==> src/rtl/i2c_stat_pkg.sv <==
package i2c_stat_pkg;
  localparam int NFLAG   = 4;
  localparam int FL_SB   = 0;
  localparam int FL_MSL  = 1;
  localparam int FL_ADDR = 2;
  localparam int FL_XFER = 3;

  typedef logic [NFLAG-1:0] flag_vec_t;

  localparam flag_vec_t IRQ_SRC_MASK  = flag_vec_t'((1 << FL_SB) | (1 << FL_ADDR) | (1 << FL_XFER));
  localparam flag_vec_t HOLD_SRC_MASK = flag_vec_t'((1 << FL_ADDR) | (1 << FL_XFER));
endpackage

==> src/rtl/i2c_stat_seq.sv <==
module i2c_stat_seq
  import i2c_stat_pkg::*;
(
  input  logic      clk,
  input  logic      rst,
  input  logic      pe,
  input  logic      sr_rd,
  input  logic      dr_rd,
  input  logic      dr_wr,
  output flag_vec_t acc_clr
);
  logic pend_q;
  logic pend_d;
  logic dr_any;

  assign dr_any = dr_rd | dr_wr;

  always_comb begin
    if (!pe)
      pend_d = 1'b0;
    else if (sr_rd)
      pend_d = 1'b1;
    else if (dr_any)
      pend_d = 1'b0;
    else
      pend_d = pend_q;
  end

  always_ff @(posedge clk) begin
    if (rst)
      pend_q <= 1'b0;
    else
      pend_q <= pend_d;
  end

  always_comb begin
    acc_clr          = '0;
    acc_clr[FL_SB]   = pend_q & dr_wr;
    acc_clr[FL_XFER] = pend_q & dr_any;
    acc_clr[FL_ADDR] = sr_rd;
  end


  pend_arm_chk: assert property (@(posedge clk) disable iff (rst)
    (pe && sr_rd) |=> pend_q);


  pend_consume_chk: assert property (@(posedge clk) disable iff (rst)
    (pe && !sr_rd && dr_any) |=> !pend_q);


  pend_off_chk: assert property (@(posedge clk) disable iff (rst)
    !pe |=> !pend_q);
endmodule

==> src/rtl/i2c_stat_decode.sv <==
module i2c_stat_decode
  import i2c_stat_pkg::*;
(
  input  logic      ack_en,
  input  logic      start_wr,
  input  logic      tx_addr_byte,
  input  logic      ev_start_done,
  input  logic      ev_tx_ack,
  input  logic      ev_rx_ack,
  input  logic      ev_addr_done,
  input  logic      ev_addr_hit,
  input  logic      ev_gen_call,
  input  logic      ev_stop,
  input  logic      ev_arb_lost,
  output flag_vec_t set_vec,
  output flag_vec_t bus_clr
);
  logic xfer_tx;
  logic xfer_rx;

  assign xfer_tx = ev_tx_ack & ~tx_addr_byte;
  assign xfer_rx = ev_rx_ack & ack_en;

  always_comb begin
    set_vec          = '0;
    set_vec[FL_SB]   = ev_start_done;
    set_vec[FL_MSL]  = start_wr;
    set_vec[FL_ADDR] = ev_addr_hit | ev_gen_call;
    set_vec[FL_XFER] = xfer_tx | xfer_rx | ev_addr_done;

    bus_clr          = '0;
    bus_clr[FL_MSL]  = ev_stop | ev_arb_lost;
  end
endmodule

==> src/rtl/i2c_stat_cell.sv <==
module i2c_stat_cell (
  input  logic clk,
  input  logic rst,
  input  logic pe,
  input  logic set,
  input  logic clr,
  output logic q,
  output logic q_nxt
);
  always_comb begin
    if (!pe)
      q_nxt = 1'b0;
    else if (set)
      q_nxt = 1'b1;
    else if (clr)
      q_nxt = 1'b0;
    else
      q_nxt = q;
  end

  always_ff @(posedge clk) begin
    if (rst)
      q <= 1'b0;
    else
      q <= q_nxt;
  end


  set_wins_chk: assert property (@(posedge clk) disable iff (rst)
    (pe && set) |=> q);


  pe_off_chk: assert property (@(posedge clk) disable iff (rst)
    !pe |=> !q);


  hold_chk: assert property (@(posedge clk) disable iff (rst)
    (pe && !set && !clr) |=> $stable(q));
endmodule

==> src/rtl/i2c_stat_out.sv <==
module i2c_stat_out
  import i2c_stat_pkg::*;
#(
  parameter flag_vec_t IRQ_MASK  = IRQ_SRC_MASK,
  parameter flag_vec_t HOLD_MASK = HOLD_SRC_MASK
) (
  input  logic      clk,
  input  logic      rst,
  input  logic      irq_en,
  input  flag_vec_t flags_nxt,
  input  flag_vec_t flags_q,
  output logic      irq,
  output logic      scl_hold
);
  always_ff @(posedge clk) begin
    if (rst) begin
      irq      <= 1'b0;
      scl_hold <= 1'b0;
    end else begin
      irq      <= irq_en & (|(flags_nxt & IRQ_MASK));
      scl_hold <= |(flags_nxt & HOLD_MASK);
    end
  end


  scl_hold_chk: assert property (@(posedge clk) disable iff (rst)
    scl_hold == (|(flags_q & HOLD_MASK)));


  irq_src_chk: assert property (@(posedge clk) disable iff (rst)
    irq == ($past(irq_en) && (|(flags_q & IRQ_MASK))));
endmodule

==> src/rtl/i2c_stat_flags.sv <==
module i2c_stat_flags
  import i2c_stat_pkg::*;
(
  input  logic clk,
  input  logic rst,
  input  logic pe,
  input  logic irq_en,
  input  logic ack_en,
  input  logic start_wr,
  input  logic tx_addr_byte,
  input  logic ev_start_done,
  input  logic ev_tx_ack,
  input  logic ev_rx_ack,
  input  logic ev_addr_done,
  input  logic ev_addr_hit,
  input  logic ev_gen_call,
  input  logic ev_stop,
  input  logic ev_arb_lost,
  input  logic sr_rd,
  input  logic dr_rd,
  input  logic dr_wr,
  output logic flag_start_sent,
  output logic flag_master,
  output logic flag_addr_hit,
  output logic flag_xfer_done,
  output logic irq,
  output logic scl_hold
);
  flag_vec_t set_vec;
  flag_vec_t bus_clr;
  flag_vec_t acc_clr;
  flag_vec_t clr_vec;
  flag_vec_t flags_q;
  flag_vec_t flags_nxt;

  i2c_stat_decode u_dec (
    .ack_en        (ack_en),
    .start_wr      (start_wr),
    .tx_addr_byte  (tx_addr_byte),
    .ev_start_done (ev_start_done),
    .ev_tx_ack     (ev_tx_ack),
    .ev_rx_ack     (ev_rx_ack),
    .ev_addr_done  (ev_addr_done),
    .ev_addr_hit   (ev_addr_hit),
    .ev_gen_call   (ev_gen_call),
    .ev_stop       (ev_stop),
    .ev_arb_lost   (ev_arb_lost),
    .set_vec       (set_vec),
    .bus_clr       (bus_clr)
  );

  i2c_stat_seq u_seq (
    .clk     (clk),
    .rst     (rst),
    .pe      (pe),
    .sr_rd   (sr_rd),
    .dr_rd   (dr_rd),
    .dr_wr   (dr_wr),
    .acc_clr (acc_clr)
  );

  assign clr_vec = bus_clr | acc_clr;

  for (genvar g = 0; g < NFLAG; g++) begin : g_cell
    i2c_stat_cell u_cell (
      .clk   (clk),
      .rst   (rst),
      .pe    (pe),
      .set   (set_vec[g]),
      .clr   (clr_vec[g]),
      .q     (flags_q[g]),
      .q_nxt (flags_nxt[g])
    );
  end

  i2c_stat_out u_out (
    .clk       (clk),
    .rst       (rst),
    .irq_en    (irq_en),
    .flags_nxt (flags_nxt),
    .flags_q   (flags_q),
    .irq       (irq),
    .scl_hold  (scl_hold)
  );

  assign flag_start_sent = flags_q[FL_SB];
  assign flag_master     = flags_q[FL_MSL];
  assign flag_addr_hit   = flags_q[FL_ADDR];
  assign flag_xfer_done  = flags_q[FL_XFER];


  addr_byte_no_xfer_chk: assert property (@(posedge clk) disable iff (rst)
    (pe && !flag_xfer_done && ev_tx_ack && tx_addr_byte && !ev_addr_done && !ev_rx_ack)
      |=> !flag_xfer_done);


  addr_hit_ack_chk: assert property (@(posedge clk) disable iff (rst)
    (pe && sr_rd && !ev_addr_hit && !ev_gen_call) |=> !flag_addr_hit);


  pe_off_outputs_chk: assert property (@(posedge clk) disable iff (rst)
    !pe |=> (!flag_start_sent && !flag_master && !flag_addr_hit && !flag_xfer_done
             && !irq && !scl_hold));


  master_drop_chk: assert property (@(posedge clk) disable iff (rst)
    (pe && (ev_stop || ev_arb_lost) && !start_wr) |=> !flag_master);
endmodule

==> config.mk <==
export PLATFORM = sky130hd
export DESIGN_NAME = i2c_stat_flags
export DESIGN_NICKNAME = d
export VERILOG_FILES = /design/src/rtl/i2c_stat_pkg.sv /design/src/rtl/i2c_stat_seq.sv /design/src/rtl/i2c_stat_decode.sv /design/src/rtl/i2c_stat_cell.sv /design/src/rtl/i2c_stat_out.sv /design/src/rtl/i2c_stat_flags.sv
export SDC_FILE = /design/constraint.sdc
export NUM_CORES = 1
export LEC_CHECK = 0
export ABC_AREA = 1
export ABC_CLOCK_PERIOD_IN_PS = 1600
export CAP_MARGIN = 40
export CORE_AREA = 2 2 39 41
export CTS_BUF_LIST = sky130_fd_sc_hd__clkbuf_16
export CTS_CLUSTER_DIAMETER = 200
export DETAILED_ROUTE_END_ITERATION = 8
export DIE_AREA = 0 0 41 43
export DONT_BUFFER_PORTS = 1
export GPL_TIMING_DRIVEN = 0
export HOLD_SLACK_MARGIN = 0.1
export PLACE_DENSITY = 0.41
export SYNTH_ARGS = -nofsm -noshare
export SYNTH_HDL_FRONTEND = slang
export SYNTH_SLANG_ARGS = --single-unit
==> constraint.sdc <==
create_clock -name clk -period 1.6 [get_ports clk]
set_clock_uncertainty 0.05 [all_clocks]
set_input_delay 0.08 -clock clk [delete_from_list [all_inputs] [get_ports clk]]
set_output_delay 0.08 -clock clk [all_outputs]
set_load 0.005 [all_outputs]
==> metrics.md <==
| Metric | Value |
|---|---|
| WL per Instance | `9.176 µm` |
| Status | `finished, final reports clean` |
| HPWL after DPL | `454.9 µm` |
| Worst R2R Path Depth | `4` |
| Clk buf depth | `2` |
| Die Y | `43 µm` |
| Synth Warn # | `0` |
| TritonCTS Sinks | `7` |
| Max-cap violation count | `0` |
| Row count | `14` |
| Core area | `0.001384 mm²` |
| Dpl cell area | `307.8 µm²` |
| Area Overhead vs Synth | `72.61%` |
| Maximum vdd ir drop | `0.0002944 V` |
| Worst Setup End Kind | `flop` |
| Pre-CTS setup slack | `0.6975 ns` |
| GRT Util Overall | `8.735%` |
| Vias | `301` |
| Clk pin slew, worst setup/hold paths | `0.04 ns` |
| Crit path launch | `pe` |
| Max Fclk | `0.6869 GHz` |
| Starting Density | `20.80%` |
| H-tree levels | `1` |
| Fin crit share | `90.99%` |
| Leakage | `0.2440 nW` |
| Post-Syn Nets | `61` |
| Placed cell count | `59` |
| Design area | `496.7 µm²` |
| DRT iter0 DRCs | `5` |
| Root Buffer | `clkbuf_16` |
| Wire length of the first global-routing pass | `959 µm` |
| Setup bufs post-CTS | `0` |
| Final core occ | `35.90%` |
| Cell Pwr Density | `1318 mW/mm²` |
| Worst EP required | `1.72 ns` |
| Drt pass-1 iters | `4` |
| Largest net degree at the start of global routing | `5` |
| Register area share after synthesis | `48.70%` |
| Reg2Reg Setup Slack | `0.24 ns` |
| Finished Layout Cells | `74` |
| Reg2reg start | `g_cell[1].u_cell.q` |
| Crit Path Category | `in -> reg` |
| Critical path peak fanout | `3` |
| DRC | `0` |
| Gr ovfl total | `0` |
| # IOs | `24` |
| Antenna viol nets, final | `0` |
| Worst Setup EP | `g_cell[0].u_cell.q` |
| Minimum clock period | `1.456 ns` |
| Fin nets | `77` |
| Netlist Area Pre-Place | `287.8 µm²` |
| Hold Crit Class | `in -> reg` |
| Routed WL | `679 µm` |
| Slew @ Worst Pin | `0.2333 ns` |
| ANT cells | `0` |
| Worst R2R End | `g_cell[1].u_cell.q` |
| Slew HR | `84.28%` |
| CTS tree | `yes` |
| Crit path DAT | `1.57 ns` |
| Worst-skew pair later-pin latency | `0.23 ns` |
| Vias in the first global route | `285` |
| Final setup violation count | `0` |
| RSZ-0062 raised after global routing | `false` |
| Vias per inst | `4.068` |
| Global placer's final weighted congestion | `0.5854` |
| Mapped Cells | `43` |
| Layout cells sized above 1 | `6.897%` |
| Post-route setup slack | `0.1442 ns` |
| Die Wd | `41 µm` |
| TNS Setup | `0 ns` |
| Fin. max-slew vios | `0` |
| Initial antenna violation count | `0` |
| Final Hold Viols | `0` |
| Full die area | `0.001763 mm²` |
| Avg Cell Area, Syn | `6.692 µm²` |
| Synth unique cells | `8` |
| Number of fill cells | `152` |
| Port Buf Inserts | `0` |
| Number of synthesized register bits | `7` |
| Cts bufs inserted | `3` |
| Startpoint types | `input port` |
==> cells in the mapped netlist <==
library cell   n  area share, %
nor2_1        12             16
nand2_1       10             13
a21oi_2        1            3.0
o21ai_0        2            3.5
a21oi_1        1            1.7
dfxtp_1        7             49
inv_1          9             12
nor3b_1        1            2.6
==> area by class of cell <==
class                   instances  area [µm²]  area share [%]
well taps                      16       20.02           4.030
clock inverters                 1       3.754          0.7557
repair buffers                 11       110.1           22.17
multi-input cells              27       113.9           22.92
inverters                       9       33.78           6.801
clock buffers                   3       75.07           15.11
flip-flops and latches          7       140.1           28.21
==> flip-flops by register name, summed over array words and instances, names as in the netlist <==
register,count
u_out.scl_hold,1
u_seq.pend_q,1
u_out.irq,1
g_cell.u_cell.q,4
==> layout by cell type (no fill, tap or decap) <==
cell / synthesis / routed
nor2_1: 12 / 12
dlygate4sd3_1: 0 / 11
inv_1: 9 / 10
nand2_1: 10 / 10
dfxtp_1: 7 / 7
clkbuf_16: 0 / 3
o21ai_0: 2 / 2
nor3b_1: 1 / 1
a21oi_2: 1 / 1
a21oi_1: 1 / 1
==> metal layers <==
metal	track usage (%)	wire length [µm]	up-vias
met5	0	0	-
met4	10.00	14	0
met3	3.141	46	2
met2	12.50	352	11
met1	8.360	266	134
li1	-	-	154
==> cell families after synthesis <==
kind of cell,after synthesis,synth area share [%]
and+or+nand+nor,23,31.31
buffers and inverters,9,11.74
DFF,7,48.69
AOI/OAI and AO/OA,4,8.260
==> worst max-delay path: stages <==
cell and delay, ns:
dlygate4sd3_1 0.53, inv_1 0.04, nor2_1 0.14, dlygate4sd3_1 0.60
inv_1 0.08, nor2_1 0.10
==> per-stage QoR <==
stage | total power, mW | hold slack, ns
after floorplan | 0.2140 | 0.1458
after global placement | 0.2193 | 0.1560
after detailed placement | 0.2198 | 0.1589
after CTS | 0.6570 | 0.1014
after global routing | 0.6780 | 0.1278
final | 0.6549 | 0.09834
==> worst min path at each step <==
| stage | start | to | depth (start not counted) |
|---|---|---|---|
| floorplan | ev_start_done | g_cell[0].u_cell.q | 2 |
| global placement | sr_rd | u_seq.pend_q | 2 |
| detailed placement | sr_rd | u_seq.pend_q | 2 |
| CTS | ev_gen_call | g_cell[2].u_cell.q | 4 |
| global route | ev_gen_call | g_cell[2].u_cell.q | 4 |
| finish | ev_gen_call | g_cell[2].u_cell.q | 4 |
==> repair_timing <==
item                                   4_1_cts  5_1_grt
hold buffers                                11        0
gates resized for setup                      0        0
endpoints found under the hold margin        7        0
==> report_power, final <==
| part | internal [mW] | leakage (nW) | switching, mW |
|---|---|---|---|
| registers | 0.185 | 0.0579 | 0.00613 |
| logic | 0.0283 | 0.144 | 0.0188 |
| clock network | 0.325 | 0.0423 | 0.0916 |
No activity file was read; power rests on OpenSTA's default activity.
